### src/rtl/coinc_pkg.sv
package coinc_pkg;
  localparam int NCH = 2;

  typedef enum logic [2:0] {
    ST_IDLE    = 3'd0,
    ST_AWAIT_B = 3'd1,
    ST_AWAIT_A = 3'd2,
    ST_TRACK   = 3'd3,
    ST_REARM   = 3'd4
  } cd_state_e;
endpackage

### src/rtl/coinc_edge.sv
module coinc_edge (
  input  logic clk,
  input  logic rst_n,
  input  logic flag_i,
  output logic rise_o
);
  logic prev_q;

  always_ff @(posedge clk or negedge rst_n) begin
    if (!rst_n) prev_q <= 1'b0;
    else        prev_q <= flag_i;
  end

  assign rise_o = flag_i & ~prev_q;
endmodule

### src/rtl/coinc_win_timer.sv
module coinc_win_timer #(
  parameter int WIN_W = 8
) (
  input  logic             clk,
  input  logic             rst_n,
  input  logic             load_i,
  input  logic             inc_i,
  output logic [WIN_W-1:0] cnt_o
);
  logic [WIN_W-1:0] cnt_d, cnt_q;
  logic             cnt_en;

  always_comb begin
    cnt_en = load_i | inc_i;
    if (load_i) cnt_d = WIN_W'(1);
    else        cnt_d = cnt_q + WIN_W'(1);
  end

  always_ff @(posedge clk or negedge rst_n) begin
    if (!rst_n)      cnt_q <= '0;
    else if (cnt_en) cnt_q <= cnt_d;
  end

  assign cnt_o = cnt_q;
endmodule

### src/rtl/coinc_veto.sv
module coinc_veto (
  input  logic clk,
  input  logic rst_n,
  input  logic start_i,
  input  logic acc_i,
  input  logic ovr_any_i,
  output logic veto_now_o
);
  logic veto_d, veto_q, veto_en;

  always_comb begin
    veto_en = start_i | acc_i;
    if (start_i) veto_d = ovr_any_i;
    else         veto_d = veto_q | ovr_any_i;
  end

  always_ff @(posedge clk or negedge rst_n) begin
    if (!rst_n)       veto_q <= 1'b0;
    else if (veto_en) veto_q <= veto_d;
  end

  assign veto_now_o = veto_q | ovr_any_i;
endmodule

### src/rtl/coinc_fsm.sv
module coinc_fsm
  import coinc_pkg::*;
#(
  parameter int WIN_W = 8
) (
  input  logic             clk,
  input  logic             rst_n,
  input  logic [NCH-1:0]   rise_i,
  input  logic [NCH-1:0]   thr_i,
  input  logic [WIN_W-1:0] win_len_i,
  input  logic [WIN_W-1:0] cnt_i,
  input  logic             veto_now_i,
  output logic             cnt_load_o,
  output logic             cnt_inc_o,
  output logic             veto_start_o,
  output logic             veto_acc_o,
  output logic             coinc_o,
  output cd_state_e        st_o
);
  cd_state_e st_q, st_d;
  logic      fire_d, fire_q;
  logic      in_win, expired, ended, all_low;

  always_comb begin
    in_win  = (cnt_i <= win_len_i);
    expired = (cnt_i >= win_len_i);
    ended   = ~&thr_i;
    all_low = ~|thr_i;
  end

  always_comb begin
    st_d         = st_q;
    cnt_load_o   = 1'b0;
    cnt_inc_o    = 1'b0;
    veto_start_o = 1'b0;
    veto_acc_o   = 1'b0;
    fire_d       = 1'b0;
    unique case (st_q)
      ST_IDLE: begin
        veto_start_o = |rise_i;
        if (&rise_i) begin
          st_d = ST_TRACK;
        end else if (rise_i[0]) begin
          st_d       = ST_AWAIT_B;
          cnt_load_o = 1'b1;
        end else if (rise_i[1]) begin
          st_d       = ST_AWAIT_A;
          cnt_load_o = 1'b1;
        end
      end
      ST_AWAIT_B: begin
        veto_acc_o = 1'b1;
        if (rise_i[1] && in_win) st_d = ST_TRACK;
        else if (expired)        st_d = ST_REARM;
        else                     cnt_inc_o = 1'b1;
      end
      ST_AWAIT_A: begin
        veto_acc_o = 1'b1;
        if (rise_i[0] && in_win) st_d = ST_TRACK;
        else if (expired)        st_d = ST_REARM;
        else                     cnt_inc_o = 1'b1;
      end
      ST_TRACK: begin
        veto_acc_o = 1'b1;
        if (ended) begin
          fire_d = ~veto_now_i;
          st_d   = ST_REARM;
        end
      end
      ST_REARM: begin
        if (all_low) st_d = ST_IDLE;
      end
      default: st_d = ST_IDLE;
    endcase
  end

  always_ff @(posedge clk or negedge rst_n) begin
    if (!rst_n) begin
      st_q   <= ST_IDLE;
      fire_q <= 1'b0;
    end else begin
      st_q   <= st_d;
      fire_q <= fire_d;
    end
  end

  assign coinc_o = fire_q;
  assign st_o    = st_q;
endmodule

### src/rtl/coinc_detect.sv
module coinc_detect
  import coinc_pkg::*;
#(
  parameter int WIN_W = 8
) (
  input  logic             clk,
  input  logic             rst_n,
  input  logic [WIN_W-1:0] win_len_i,
  input  logic             thr_a_i,
  input  logic             thr_b_i,
  input  logic             ovr_a_i,
  input  logic             ovr_b_i,
  output logic             coinc_o
);
  logic [NCH-1:0]   thr_v, rise_v;
  logic [WIN_W-1:0] cnt;
  logic             cnt_load, cnt_inc, veto_start, veto_acc, veto_now, ovr_any;
  cd_state_e        st;

  assign thr_v   = {thr_b_i, thr_a_i};
  assign ovr_any = ovr_a_i | ovr_b_i;

  for (genvar ch = 0; ch < NCH; ch++) begin : g_edge
    coinc_edge u_edge (
      .clk    (clk),
      .rst_n  (rst_n),
      .flag_i (thr_v[ch]),
      .rise_o (rise_v[ch])
    );
  end

  coinc_win_timer #(.WIN_W(WIN_W)) u_timer (
    .clk    (clk),
    .rst_n  (rst_n),
    .load_i (cnt_load),
    .inc_i  (cnt_inc),
    .cnt_o  (cnt)
  );

  coinc_veto u_veto (
    .clk        (clk),
    .rst_n      (rst_n),
    .start_i    (veto_start),
    .acc_i      (veto_acc),
    .ovr_any_i  (ovr_any),
    .veto_now_o (veto_now)
  );

  coinc_fsm #(.WIN_W(WIN_W)) u_fsm (
    .clk          (clk),
    .rst_n        (rst_n),
    .rise_i       (rise_v),
    .thr_i        (thr_v),
    .win_len_i    (win_len_i),
    .cnt_i        (cnt),
    .veto_now_i   (veto_now),
    .cnt_load_o   (cnt_load),
    .cnt_inc_o    (cnt_inc),
    .veto_start_o (veto_start),
    .veto_acc_o   (veto_acc),
    .coinc_o      (coinc_o),
    .st_o         (st)
  );
endmodule


### config.mk
export PLATFORM = sky130hd
export DESIGN_NAME = coinc_detect
export DESIGN_NICKNAME = d
export VERILOG_FILES = /design/src/rtl/coinc_pkg.sv /design/src/rtl/coinc_edge.sv /design/src/rtl/coinc_win_timer.sv /design/src/rtl/coinc_veto.sv /design/src/rtl/coinc_fsm.sv /design/src/rtl/coinc_detect.sv
export SDC_FILE = /design/constraint.sdc
export NUM_CORES = 1
export LEC_CHECK = 0
export CAP_MARGIN = 20
export CORE_UTILIZATION = 51
export CTS_BUF_LIST = sky130_fd_sc_hd__clkbuf_4
export DETAILED_ROUTE_END_ITERATION = 8
export PLACE_DENSITY = 0.83
export SYNTH_ARGS = -nofsm -noshare
export SYNTH_HDL_FRONTEND = slang
export SYNTH_SLANG_ARGS = --single-unit
### constraint.sdc
create_clock -name clk -period 2.2 [get_ports clk]
set_clock_uncertainty 0.15 [all_clocks]
set_input_delay 0.22 -clock clk [delete_from_list [all_inputs] [get_ports clk]]
set_output_delay 0.22 -clock clk [all_outputs]
set_load 0.03 [all_outputs]
Word-level counts from Yosys, hierarchy flattened
Cells that the tools add are included.
Widths: inputs -> output; s select.
- add/sub/neg operators: 1
- order comparisons: 2
- bitwise operators: 9
- reductions and logical operators: 9
- equality and inequality tests: 7
- muxes and demuxes: 23
- operators by type and width (cell ; number):
    $mux 3 ; 8
    $pmux 3 s5 ; 1
    $mux 1 ; 12
    $add 8x1->8 const B ; 1
    $ge 8x8->1 ; 1
    $le 8x8->1 ; 1
    $mux 8 ; 1
    $eq 3x2->1 const B ; 2
    $ne 2x2->1 const B ; 2
    $ne 4x3->1 const B ; 1
    $or 1x1->1 ; 4
    $reduce_and 2->1 ; 2
    $reduce_or 2->1 ; 2
    $eq 3x1->1 const B ; 1
    $eq 3x3->1 const B ; 1
    $logic_not 3->1 ; 1
    $not 1->1 ; 3
    $reduce_and 3->1 ; 1
    $reduce_or 3->1 ; 1
    $and 1x1->1 ; 2
    $logic_and 1x1->1 ; 2
    $pmux 1 s2 ; 1
- input port bits: 14
- output and inout bits: 1
- register bits after elaboration: 15

Longest topological paths before layout
- depth after elaboration: 7
- depth in mapped cells: 9

Cells and area by module
Synthesis repeated with hierarchy kept, for this count alone.
- cells, all modules: 127
- area, all modules: 1141.1 µm²
- by module, submodules not included (module ; area each (µm²) ; cells an instance ; times used):
    coinc_fsm ; 613.1 ; 80 ; 1
    coinc_win_timer ; 399.1 ; 37 ; 1
    coinc_edge ; 38.8 ; 2 ; 2
    coinc_veto ; 45.0 ; 5 ; 1
    coinc_detect ; 6.3 ; 1 ; 1

Worst setup path after synthesis
OpenSTA, ideal clock, no wires.
- kind: register to register
- start point: reg u_timer.cnt_q[1], in the netlist u_timer.cnt_o[1]
- end point: reg u_timer.cnt_q[7], in the netlist u_timer.cnt_o[7]
- data arrival time: 1901 ps
- slack: 18 ps
- library setup time: 131 ps
- stages on the path, launching flop included: 9
- period minus slack after synthesis: 2182 ps
- required time: 1919 ps
- buffers on the path: 0
- cells stage by stage: dfrtp_1 > ha_1 > nor2b_4 > o211ai_2 > and3_1 > o21ai_1 > a2111o_1 > xor2_1 > a21oi_2
- word-level cells in the longest chain between the ends: 5
- ends and longest elaborated chain (item ; RTL line ; source):
    start, declared ; coinc_win_timer.sv:10 ; logic [WIN_W-1:0] cnt_d, cnt_q;
    start signal, assigned ; coinc_win_timer.sv:21 ; else if (cnt_en) cnt_q <= cnt_d;
    $ge 8x8->1 or $le 8x8->1 (tied branches) ; coinc_fsm.sv:26, coinc_fsm.sv:25 ;
    $mux 1 (tied with other cells) ; coinc_fsm.sv:54, coinc_fsm.sv:60 ;
    $mux 1 (on tied branches) ; coinc_fsm.sv:59, coinc_fsm.sv:53 ;
    $pmux 1 s2 ; coinc_fsm.sv:38 ; unique case (st_q)
    $or 1x1->1 ; coinc_win_timer.sv:14 ; cnt_en = load_i | inc_i;
Parallel ways exist; a longest one is shown, timed or not.
A chain may end at the register's enable or synchronous reset.

Worst setup path after layout
- start point: in win_len_i[5]
- end point: reg u_timer.cnt_q[7], in the netlist u_timer.cnt_o[7]
- word-level cells in the longest chain between the ends: 5
- ends and longest elaborated chain (item ; RTL line ; source):
    start, declared ; coinc_detect.sv:8 ; input logic [WIN_W-1:0] win_len_i,
    $ge 8x8->1 or $le 8x8->1 (tied branches) ; coinc_fsm.sv:26, coinc_fsm.sv:25 ;
    $mux 1 (tied with other cells) ; coinc_fsm.sv:54, coinc_fsm.sv:60 ;
    $mux 1 (on tied branches) ; coinc_fsm.sv:59, coinc_fsm.sv:53 ;
    $pmux 1 s2 * ; coinc_fsm.sv:38 ;
    $or 1x1->1 * ; coinc_win_timer.sv:14 ;
Every way passes the cells marked *; elsewhere a longest branch is shown, timed or not.

==> results <==
[cell type report]
| class | count | area [um^2] | share of cell area |
|---|---|---|---|
| repair buffers | 33 | 287 | 0.176 |
| flip-flops and latches | 15 | 378 | 0.232 |
| clock buffers | 3 | 22.5 | 0.0138 |
| multi-input cells | 97 | 865 | 0.531 |
| inverters | 10 | 37.5 | 0.0231 |
| well taps | 27 | 33.8 | 0.0208 |
| clock inverters | 1 | 5.00 | 0.00307 |
[critical path, stage by stage]
cell and delay, ns:
clkdlybuf4s50_1 0.47, inv_1 0.08, ha_4 0.29, nand4_4 0.12
buf_4 0.16, a21oi_4 0.17, o2111ai_4 0.16, a2111o_1 0.49
xor2_2 0.16, a21oi_2 0.09
[synthesized netlist by cell type, types with 3 or more instances]
cell type,number
nor2_1,9
a21oi_1,10
nand4_1,4
nand2_1,16
mux2i_1,4
o211ai_1,3
dfrtp_1,15
nand2b_1,4
nand3_1,5
a21oi_2,3
inv_1,10
ha_1,12
[state kept, by name (all words and copies together), names as in the netlist]
signal	cells
u_timer.cnt_o	8
u_veto.veto_q	1
g_edge.u_edge.prev_q	2
u_fsm.st_o	3
u_fsm.coinc_o	1
[how the worst max path moves through the flow]
| stage | end | slack (ns) | from |
|---|---|---|---|
| 2_1_floorplan | u_timer.cnt_o[7] | 0.02 | u_timer.cnt_o[1] |
| 3_3_place_gp | u_timer.cnt_o[7] | -0.31 | win_len_i[3] |
| 3_5_place_dp | u_timer.cnt_o[7] | -0.40 | win_len_i[3] |
| 4_1_cts | u_timer.cnt_o[7] | -0.04 | u_timer.cnt_o[1] |
| 5_1_grt | u_timer.cnt_o[7] | -0.19 | u_timer.cnt_o[5] |
| 6_report | u_timer.cnt_o[7] | -0.14 | win_len_i[5] |
[metal layers]
metal / wire length (um) / share of wire / vias up
li1: - / - / 525
met1: 1510 / 0.44 / 540
met2: 1580 / 0.46 / 57
met3: 226 / 0.066 / 17
met4: 132 / 0.038 / 0
met5: 0 / 0 / -
[per-stage QoR]
stage	setup slack (ns)	instance area, um^2
floorplan	0.0179	1130
global placement	-0.313	1410
detailed placement	-0.395	1410
CTS	-0.0364	1520
global route	-0.187	1630
finish	-0.140	1630
[cell families (layout without fill, tap and decap cells)]
kind of cell    Yosys count  after routing  synth area share
xor+xnor                  3              3            0.0233
flops                    15             15             0.333
compound gates           31             31             0.203
mux                       4              4            0.0356
fa+ha+maj                12             12             0.133
buf+inv                  13             47            0.0500
simple gates             47             47             0.221
[repair_timing]
| item | 4_1_cts | 5_1_grt |
|---|---|---|
| endpoints found under the setup margin | 6 | 10 |
| resized for setup | 12 | 14 |
| endpoints found under the hold margin | 0 | 0 |
| buffers inserted | 1 | 1 |
| pin swaps | 11 | 12 |
[power by group through the flow]
stage	sequential, W	clock (W)	combinational, W
2_1_floorplan	0.000417	0	0.000471
5_1_grt	0.000479	0.000183	0.000891
4_1_cts	0.000451	0.000167	0.000725
6_report	0.000469	0.000165	0.000833
3_5_place_dp	0.000446	0	0.000667
3_3_place_gp	0.000445	0	0.000632
==> results.yml <==
run_status:
  status: "complete, but fails checks"
  violations: "setup timing"
global_route:
  grt_busiest_layer: "met2"
  grt_antenna_before_repair: 0
  grt.overflow.total: 0
  grt_pass1_vias: 1067
  grt_use_met1: 0.361
  grt_use_met2: 0.444
  grt_max_degree: 16
  grt_pass1_wl_um: 4880
  grtUsageMet3: 0.0436
  grt_use_total: 0.272
floorplan:
  die_x_um: 49.0
  core_mm2: 0.00202
  start_util: 0.557
  rows: 16
  die_area_mm2: 0.00240
  io_pins: 15
  die_h_um: 49.0
setup_path:
  reg2reg_to: "u_timer.cnt_o[7]"
  reg2reg_from: "u_timer.cnt_o[5]"
  crit_path_start_kind: "input port"
  r2r_slack_ns: -0.12
  criticalPathCategory: "input port to register"
  crit_fanout: 3
  worstRegToRegCells: 8
  end_kind: "register"
  critPathRequiredTime_ns: 2.28
  arrival_ns: 2.42
yosys:
  synth_area_leaders: "dfrtp_1 33%, ha_1 13%, nand2_1 5.3%"
  ys_async_sr_fraction: 1.00
  ys.flop_type: "dfrtp_1"
  syn_area_mm2: 0.00113
  yosysSeqAreaShare: 0.333
  ys.warnings.count: 0
  synth_fp_nets: 151
  synth_top_area_cell: "dfrtp_1"
  synth_edf_count: 0
  ys_types: 37
  ys_ff_latch: 15
  synth_top_area_frac: 0.333
  synthCells: 125
  synth_area_per_cell_um2: 9.01
finish:
  n_fill_cell: 104
  drive_gt1_frac: 0.333
  layout_commonest_cell: "buf_4"
  finish.utilization: 0.805
  instances_no_fill: 186
  insertedDiodeCount: 0
  syn_to_final_growth_pct: 44.6
  fin_nets: 186
  layout_common_cells: "18 x buf_4, 16 x nand2_1, 14 x clkdlybuf4s50_1, 13 x dfrtp_1, 9 x inv_1"
placement:
  port_buffers: 14
  detailed_place_hpwl_um: 2090
  place_congestion: 0.927
  dp_cells: 180
routing:
  drc: 0
  totalWireLength_um: 3440
  post_drt_wl_per_cell_um: 18.5
  ant_nets: 0
  drt_iter0_markers: 48
  num_vias: 1139
  avgViaCountPerCell: 6.12
  first_pass_iters: 4
timing:
  slew_violations: 0
  fmax_ghz: 0.427
  setup_ws_ns: -0.140
  fin_hold_ws_ns: 0.192
  setup_viol: 5
  tns_ns: -0.273
  worstMarginPinSlew_ns: 0.696
  max_slew_margin: 0.535
  hold_viol_final: 0
  fin_crit_sh: 1.06
  period_minus_slack_ns: 2.34
  rsz0062_at_grt: "true"
power:
  pwr-share-seq: 0.320
  p_clk_frac: 0.113
  leakage_nw: 0.705
  swShare: 0.453
  comb_power_share: 0.568
  internal_power_w: 0.000803
  p_per_area_mw_per_mm2: 901
  p_sw_w: 0.000665
  ir_drop_uv: 707
  fin_total_pwr_w: 0.00147
clock_network:
  cts-root-buf: "clkbuf_4"
  clkLatencyLatePin_ns: 0.29
  path_clk_slew_ns: 0.10
  cts_buffer_depth: 2
  hold_buffers: 0
  cts_made_buffers: 3
  htreeDepth: 1
  clock_sinks: 15
  cts_tree: "built"
job:
  cap_violations: 0
hold_path:
  hp-class: "input port to asynchronous set/reset pin"
Note: power is estimated with default switching activity, not from simulation.
